File: src/rtl/baud_pkg.sv
package baud_pkg;

  localparam int RELOAD_W = 13;
  localparam int FRAC_W   = 13;
  localparam int BUS_W    = 16;

  // last prescaler count before an enable: 1 for divide-by-2, 2 for divide-by-3
  function automatic logic [1:0] pre_last(input logic sel);
    return sel ? 2'd2 : 2'd1;
  endfunction

  // next prescaler count, wrapping at the selected limit
  function automatic logic [1:0] pre_next(input logic [1:0] cnt, input logic sel);
    return (cnt >= pre_last(sel)) ? 2'd0 : cnt + 2'd1;
  endfunction

  // keep only the increment field of a bus word
  function automatic logic [BUS_W-1:0] frac_mask(input logic [BUS_W-1:0] w);
    logic [BUS_W-1:0] m;
    m = '0;
    m[FRAC_W-1:0] = '1;
    return w & m;
  endfunction

endpackage

File: src/rtl/bg_prescale.sv
module bg_prescale (
  input  logic clk,
  input  logic rst_n,
  input  logic run,
  input  logic sel,
  output logic en_o
);
  import baud_pkg::*;

  logic [1:0] pcnt_q;

  always_ff @(posedge clk or negedge rst_n) begin
    if (!rst_n)   pcnt_q <= '0;
    else if (!run) pcnt_q <= '0;
    else          pcnt_q <= pre_next(pcnt_q, sel);
  end

  assign en_o = run && (pcnt_q >= pre_last(sel));

  AST_PRE_GAP: assert property (@(posedge clk) disable iff (!rst_n)
    en_o |=> !en_o);
  AST_PRE_CLEAR: assert property (@(posedge clk) disable iff (!rst_n)
    !run |=> pcnt_q == 2'd0);

endmodule

File: src/rtl/bg_frac_accum.sv
module bg_frac_accum #(
  parameter int FW = baud_pkg::FRAC_W,
  parameter int BW = baud_pkg::BUS_W
) (
  input  logic          clk,
  input  logic          rst_n,
  input  logic          run,
  input  logic          fdv_we,
  input  logic [BW-1:0] fdv_wdata,
  output logic          pulse_o
);
  import baud_pkg::*;

  logic [BW-1:0] fdv_q;
  logic [FW-1:0] acc_q;
  logic [BW:0]   sum;

  always_ff @(posedge clk or negedge rst_n) begin
    if (!rst_n)      fdv_q <= '0;
    else if (fdv_we) fdv_q <= frac_mask(fdv_wdata);
  end

  assign sum = {{(BW+1-FW){1'b0}}, acc_q} + {1'b0, fdv_q};

  always_ff @(posedge clk or negedge rst_n) begin
    if (!rst_n)    acc_q <= '0;
    else if (!run) acc_q <= '0;
    else           acc_q <= sum[FW-1:0];
  end

  assign pulse_o = run && (sum[BW:FW] != '0);

  AST_FDV_MASKED: assert property (@(posedge clk) disable iff (!rst_n)
    fdv_we |=> fdv_q[BW-1:FW] == '0);
  AST_ACC_WRAP: assert property (@(posedge clk) disable iff (!rst_n)
    pulse_o |=> {{(BW-FW){1'b0}}, acc_q} < $past(fdv_q));
  AST_ACC_CLEAR: assert property (@(posedge clk) disable iff (!rst_n)
    !run |=> acc_q == '0);

endmodule

File: src/rtl/bg_reload_cnt.sv
module bg_reload_cnt #(
  parameter int CW = baud_pkg::RELOAD_W
) (
  input  logic          clk,
  input  logic          rst_n,
  input  logic          run,
  input  logic          step,
  input  logic          we,
  input  logic [CW-1:0] wdata,
  output logic          tick_o
);
  logic [CW-1:0] reload_q;
  logic [CW-1:0] cnt_q;
  logic          wr_ok;
  logic          at_zero;

  assign wr_ok   = we && !run;
  assign at_zero = (cnt_q == '0);

  always_ff @(posedge clk or negedge rst_n) begin
    if (!rst_n)     reload_q <= '0;
    else if (wr_ok) reload_q <= wdata;
  end

  always_ff @(posedge clk or negedge rst_n) begin
    if (!rst_n)       cnt_q <= '0;
    else if (!run)    cnt_q <= wr_ok ? wdata : reload_q;
    else if (step)    cnt_q <= at_zero ? reload_q : cnt_q - 1'b1;
  end

  assign tick_o = run && step && at_zero;

  AST_RELOAD_LOCK: assert property (@(posedge clk) disable iff (!rst_n)
    (run && we) |=> $stable(reload_q));
  AST_RUN_OFF_QUIET: assert property (@(posedge clk) disable iff (!rst_n)
    !run |-> !tick_o);
  AST_CNT_BOUND: assert property (@(posedge clk) disable iff (!rst_n)
    run |-> cnt_q <= reload_q);
  AST_RELOAD_AFTER_TICK: assert property (@(posedge clk) disable iff (!rst_n)
    tick_o |=> cnt_q == $past(reload_q));

endmodule

File: src/rtl/baud_tick_gen.sv
module baud_tick_gen #(
  parameter int CW = baud_pkg::RELOAD_W,
  parameter int FW = baud_pkg::FRAC_W,
  parameter int BW = baud_pkg::BUS_W
) (
  input  logic          clk,
  input  logic          rst_n,
  input  logic          run_en,
  input  logic          pre_sel,
  input  logic          frac_en,
  input  logic          fdv_we,
  input  logic [BW-1:0] fdv_wdata,
  input  logic          reload_we,
  input  logic [CW-1:0] reload_wdata,
  output logic          tick
);
  logic pre_pulse;
  logic frac_pulse;
  logic step;

  bg_prescale u_pre (
    .clk   (clk),
    .rst_n (rst_n),
    .run   (run_en),
    .sel   (pre_sel),
    .en_o  (pre_pulse)
  );

  bg_frac_accum #(.FW(FW), .BW(BW)) u_frac (
    .clk       (clk),
    .rst_n     (rst_n),
    .run       (run_en),
    .fdv_we    (fdv_we),
    .fdv_wdata (fdv_wdata),
    .pulse_o   (frac_pulse)
  );

  assign step = frac_en ? frac_pulse : pre_pulse;

  bg_reload_cnt #(.CW(CW)) u_cnt (
    .clk    (clk),
    .rst_n  (rst_n),
    .run    (run_en),
    .step   (step),
    .we     (reload_we),
    .wdata  (reload_wdata),
    .tick_o (tick)
  );

  AST_TICK_PULSE: assert property (@(posedge clk) disable iff (!rst_n)
    (tick && !frac_en) |=> !(tick && !frac_en));
  AST_TICK_NEEDS_STEP: assert property (@(posedge clk) disable iff (!rst_n)
    tick |-> step);

endmodule

File: config.mk
export PLATFORM = sky130hd
export DESIGN_NAME = baud_tick_gen
export DESIGN_NICKNAME = d
export VERILOG_FILES = /design/src/rtl/baud_pkg.sv /design/src/rtl/bg_prescale.sv /design/src/rtl/bg_frac_accum.sv /design/src/rtl/bg_reload_cnt.sv /design/src/rtl/baud_tick_gen.sv
export SDC_FILE = /design/constraint.sdc
export NUM_CORES = 1
export LEC_CHECK = 0
export ABC_AREA = 1
export CORE_MARGIN = 4
export CORE_UTILIZATION = 47
export DETAILED_ROUTE_END_ITERATION = 7
export GPL_ROUTABILITY_DRIVEN = 1
export GPL_TIMING_DRIVEN = 0
export PLACE_DENSITY = 0.68
export SLEW_MARGIN = 5
export SYNTH_ARGS = -nofsm -noshare
export SYNTH_HDL_FRONTEND = slang
export SYNTH_HIERARCHICAL = 1
export SYNTH_SLANG_ARGS = --single-unit
File: constraint.sdc
create_clock -name clk -period 3 [get_ports clk]
set_input_delay 0.75 -clock clk [delete_from_list [all_inputs] [get_ports clk]]
set_output_delay 0.75 -clock clk [all_outputs]
set_load 0.01 [all_outputs]
Word level (Yosys, flattened, before mapping). Index checks and enable logic that the tools add are counted.

Register bits after elaboration: 54. Bits in read-only memories: 0. Latch bits: 0. Memories: 0. Output and inout port bits: 1. Input bits: 36. Memory bits (writable): 0. Logic and storage cells: 27.

Shifts and indexed selects: 0. $mul: 0. Bitwise gates (word level): 0. Equality and inequality tests: 1. Reduce and logical (&&, ||, !) cells: 8. Mux-type cells: 9. Add/sub/neg operators: 3. Div/mod/pow operators: 0. $lt $le $gt $ge: 1.

Operators by type and width (number): 2-to-1 mux 13 bit (5); adder 13 x 13 -> 14 bit (1); zero test 13 bit (1); subtractor 13 x 1 -> 13 bit, second input constant (1); 2-to-1 mux 2 bit (3); logical AND 1 bit (5); nonzero test 4 bit (1); adder 2 x 1 -> 2 bit, second input constant (1); greater-or-equal comparator 2 bit (1); != test 2 x 1 -> 1 bit, second input constant (1); zero test 1 bit (1); 2-to-1 mux 1 bit (1).

Logic depth before layout (Yosys ltp).
Depth in word-level cells: 6. Depth in mapped cells: 18. Mapped depth without buffers: 17.

Cells and area by module. Netlist, hierarchy kept.

Modules (own cells, without submodules): bg_reload_cnt (seq. area each 650.6 um2, cells an instance 234, area an instance 1685.4 um2, times used 1); bg_frac_accum (seq. area each 650.6 um2, cells an instance 201, area an instance 1625.3 um2, times used 1); bg_prescale (seq. area each 50.0 um2, cells an instance 19, area an instance 146.4 um2, times used 1); baud_tick_gen (seq. area each 0.0 um2, cells an instance 4, area an instance 15.0 um2, times used 1).

Least setup slack after synthesis. OpenSTA, ideal clock, no wires.

Path kind: input -> output. From: input pre_sel. To: output tick. Setup slack: 0.635 ns. Buffers on the path: 0. Arrival time: 1.615 ns. Required time: 2.250 ns. Stages on the path: 10. Cell sequence: inv_1 -> ha_1 -> nand2_1 -> nand3_2 -> nand2_1 -> inv_1 -> nand2_1 -> nand2_1 -> nand2_1 -> nor2_4.

Cells in the longest elaborated chain, start to end: 6.

Ends and longest elaborated chain: from (decl) (RTL line baud_tick_gen.sv:9) `input logic pre_sel,`; 2-to-1 mux 2 bit (RTL line baud_pkg.sv:9) `return sel ? 2'd2 : 2'd1;`; greater-or-equal comparator 2 bit (RTL line bg_prescale.sv:18) `assign en_o = run && (pcnt_q >= pre_last(sel));`; logical AND 1 bit (RTL line bg_prescale.sv:18); net pre_pulse (RTL line baud_tick_gen.sv:17) `logic pre_pulse;`; 2-to-1 mux 1 bit (RTL line baud_tick_gen.sv:38) `assign step = frac_en ? frac_pulse : pre_pulse;`; net step (RTL line baud_tick_gen.sv:19) `logic step;`; logical AND 1 bit (2 in series) (RTL line bg_reload_cnt.sv:31) `assign tick_o = run && step && at_zero;`; to (decl) (RTL line baud_tick_gen.sv:15) `output logic tick`.

The timed path passes the listed nets, and every way through them passes these cells.

Worst setup path in the final report.
From: register u_frac.fdv_q[7]. To: output tick.

Cells in the longest elaborated chain, start to end: 6.

Ends and longest elaborated chain: from (decl) (RTL line bg_frac_accum.sv:14) `logic [BW-1:0] fdv_q;`; from (signal assigned) (RTL line bg_frac_accum.sv:20) `else if (fdv_we) fdv_q <= frac_mask(fdv_wdata);`; adder 13 x 13 -> 14 bit (RTL line bg_frac_accum.sv:23) `assign sum = {{(BW+1-FW){1'b0}}, acc_q} + {1'b0, fdv_q};`; nonzero test 4 bit (RTL line bg_frac_accum.sv:31) `assign pulse_o = run && (sum[BW:FW] != '0);`; logical AND 1 bit (RTL line bg_frac_accum.sv:31); net frac_pulse (RTL line baud_tick_gen.sv:18) `logic frac_pulse;`; 2-to-1 mux 1 bit (RTL line baud_tick_gen.sv:38); net step (RTL line baud_tick_gen.sv:19); logical AND 1 bit (2 in series) (RTL line bg_reload_cnt.sv:31).

The timed path passes the listed nets, and every way through them passes these cells.

==> qor_table.md <==
| Step | Parameter | Value |
| --- | --- | --- |
| placement | Routability-driven placement congestion ratio | 0.8549 |
| finish | P&R area growth vs syn | 21.98% |
| finish | Fin nets | 559 |
| die | Area of the die | 8827 um^2 |
| placement | Detailed Place HPWL | 5.425 mm |
| critical path | Required time worst endpoint | 2.25 ns |
| flow run | Number of max-cap violations | 0 |
| cts | Clock tree from TritonCTS | yes |
| sta | Ratio of final minimum period to clock period | 95.20% |
| critical path | Worst-path maximum fanout | 5 |
| die | Std cell rows | 31 |
| placement | Count of input and output buffers | 33 |
| finish | Most used cells in the layout excluding fill and tap cells | 122 x nand2_1, 68 x inv_1, 54 x nor2_1, 54 x dfrtp_1, 39 x nand3_1 |
| global route | Congestion Overflow GR | 0 |
| synth | Cell area after synthesis | 3472 um^2 |
| synth | Most instantiated flip-flop cell in the synthesis netlist | dfrtp_1 |
| power and ir drop | Peak supply drop | 0.2258 mV |
| detailed routing | WL per Instance | 12.51 um |
| critical path | Arr. time, crit path | 2.11 ns |
| power and ir drop | LEAKAGE | 2.244 nW |
| power and ir drop | Portion of total power attributed to sequential cells | 35.5% |
| sta | Worst clock skew on the final layout | 0.01105 ns |
| critical path | Worst Setup Path Type | flip-flop to primary output |
| synth | Average footprint of a synthesized cell | 7.581 um^2 |
| die | Die width | 93.95 um |
| synth | Count of state elements after synthesis | 54 |
| sta | Relative max-transition margin | 64.00% |
| finish | Layout Cells excl Fill | 604 |
| detailed routing | Detailed-routing iteration count for the pre-antenna-repair pass | 4 |
| cts | Post-CTS clock slew at the launch and capture registers of the worst setup and hold paths | 0.09 ns |
| min path | Worst min-delay path category | input port to async pin |
| sta | Hold Slack | 0.3759 ns |
| sta | Number of pins with negative max-slew slack in the final report | 0 |
| synth | Number of warning messages in the yosys log | 6 |
| synth | Async SR Flop Fraction | 100.0% |
| power and ir drop | Pwr/cell area | 662.4 nW/um^2 |
| critical path | Critical Path Source Type | flip-flop |
| power and ir drop | Switching share of power | 39.82% |
| finish | Register cell area after layout | 1351 um^2 |
| finish | Most common cell after layout, fill and taps aside | nand2_1 |
| global route | Global Route Usage Sum | 18.32% |
| cts | Clock Sink Count | 54 |
| cts | Number of buffers added to fix hold violations after cts | 0 |
| placement | Number of placed cells counting well taps | 591 |
| synth | Net Count, Synth | 513 |
| die | IO Pins | 37 |
| cts | Maximum level of the CTS H-tree | 2 |
| critical path | Worst Setup End Kind | primary output |
| sta | Final-report hold violation count | 0 |
| finish | Number of inserted filler cells in the final layout | 690 |
| detailed routing | Routed Wire Length | 7.558 mm |
| power and ir drop | Design Power | 0.002806 W |
| sta | Shortest period the worst path allows | 2.856 ns |
| global route | Via count of the first global-routing pass | 2,857 |
| finish | Combined area of the multi-input logic cells | 1938 um^2 |
| die | Floorplan core area | 7214 um^2 |
| synth | Number of synthesized flops with an enable pin | 0 |
| cts | Num CTS Buffers | 5 |
| detailed routing | Post-DRT Antenna Nets | 0 |
| sta | Final setup violation count | 0 |
| detailed routing | Number of DRC violations after detailed-routing iteration 0 | 164 |
| sta | Worst Max-Slew Pin Slew | 0.5400 ns |
| detailed routing | Via count | 3,012 |
| die | Overall die height | 93.95 um |
| die | Initial core utilization | 48.13% |
| power and ir drop | Part of the total power dissipated in the clock network | 17.9% |
| global route | Wire length of the first global-routing pass | 12.93 mm |
| synth | Library cells used by synthesis | 29 |
| status | Result of the run | finished, final reports clean |
| synth | Sequential element share of the synthesized area | 38.92% |
| synth | Cell count after synthesis | 458 |
| sta | Maximum operating frequency | 350.1 MHz |
| finish | ANT cells | 0 |
| cts | Longest Clk Path Bufs | 2 |
| detailed routing | Mean number of vias per cell | 4.987 |
| global route | Pin count of the biggest net entering global routing | 37 |
| detailed routing | # DRC | 0 |
| cts | Master cell of the clock root buffer | clkbuf_8 |
| global route | Antenna violations before repair | 0 |
| power and ir drop | Switching pwr | 0.001117 W |
| power and ir drop | Combinational power share | 46.7% |
| power and ir drop | Internal power consumption | 0.001689 W |
| finish | Ratio of cells with drive above 1 in the final layout | 16.63% |
| cts | Insertion delay of the later-clocked pin in the worst-skew pair | 0.32 ns |
[Yosys cell counts, types with 6 or more instances]
master / n / area [um^2]
a21oi_1: 27 / 135.1
a21oi_2: 7 / 61.31
dfrtp_1: 54 / 1351
ha_1: 18 / 225.2
inv_1: 69 / 259.0
mux2_2: 13 / 146.4
nand2_1: 126 / 473.0
nand2_2: 6 / 37.54
nand3_1: 39 / 195.2
nor2_1: 54 / 202.7
[critical path, cell delays in order, from the launching register on]
cell	delay, ns
dfrtp_1	0.42
ha_4	0.29
nand2_1	0.10
nor2_2	0.14
nand3_1	0.09
nand3_2	0.09
nand2_2	0.05
a21oi_2	0.12
nand2_1	0.07
nand2_2	0.08
nand2_2	0.08
nor2_4	0.15
buf_6	0.11
[area by class of cell]
cell class,count,area share [%]
clock inverter,2,0.8863
clock buffer,6,1.713
multi-input combinational,324,45.76
sequential,54,31.91
timing repair buffer,39,9.188
inverter,73,6.470
buffer,7,1.152
tap,99,2.925
[final timing paths]
check,slack [ns],from,depth (start not counted),to
worst max-delay path,0.14,u_frac/fdv_q[7],12,tick
worst min-delay path,0.38,rst_n,1,u_frac/acc_q[7]
worst max register to register,0.66,u_frac/fdv_q[7],15,u_cnt/cnt_q[6]
worst min register to register,0.50,u_cnt/reload_q[4],2,u_cnt/cnt_q[4]
max in group asynchronous,2.09,rst_n,2,u_frac/acc_q[12]
min in group clk,0.50,u_cnt/reload_q[4],2,u_cnt/cnt_q[4]
[per-layer routing]
| layer | vias up | track usage [%] | part of all wire, % |
|---|---|---|---|
| li1 | 1521 | - | - |
| met1 | 1406 | 26.69 | 49 |
| met3 | 8 | 3.686 | 6.2 |
| met4 | 0 | 5.656 | 1.4 |
| met5 | - | 0 | 0 |
| met2 | 77 | 27.32 | 44 |
[cell families (layout without fill, tap and decap cells)]
logic type,after synthesis,after routing,share of synthesized area [%]
AOI/OAI and AO/OA,40,40,6.523
xor gates and xnor gates,5,5,1.261
adders and majority gates,19,19,7.063
buffers and inverters,80,127,9.297
DFF,54,54,38.92
muxes,13,13,4.216
and+or+nand+nor,247,247,32.72
[flip-flops by register name (all words and copies together) (netlist names)]
| name | cells |
|---|---|
| u_frac/acc_q | 13 |
| u_cnt/cnt_q | 13 |
| u_pre/pcnt_q | 2 |
| u_frac/fdv_q | 13 |
| u_cnt/reload_q | 13 |
[per-stage QoR]
step | worst slack [ns] | area [um^2] | TNS [ns] | util, %
global placement | -0.5530 | 3926 | -30.09 | 54.42
CTS | 0.0002776 | 4095 | 0 | 56.76
detailed placement | -0.5057 | 3941 | -0.5057 | 54.63
global route | -0.01128 | 4235 | -0.01128 | 58.71
floorplan | 0.6352 | 3472 | 0 | -
finish | 0.1439 | 4235 | 0 | 58.71
[power groups by stage]
| stage | combinational, W | clock (W) | sequential, W |
|---|---|---|---|
| 6_report | 0.00131 | 0.000501 | 0.000995 |
| 5_1_grt | 0.00149 | 0.000550 | 0.00101 |
| 4_1_cts | 0.00119 | 0.000521 | 0.000965 |
| 3_5_place_dp | 0.00117 | 0 | 0.000979 |
| 3_3_place_gp | 0.00114 | 0 | 0.000973 |
| 2_1_floorplan | 0.000926 | 0 | 0.000958 |
[timing repair]
action,in CTS,in global routing
pin swaps,3,7
buffers inserted,2,3
setup endpoints to repair,1,1
gates resized for setup,9,17
Note: power is estimated with default switching activity, not from simulation.
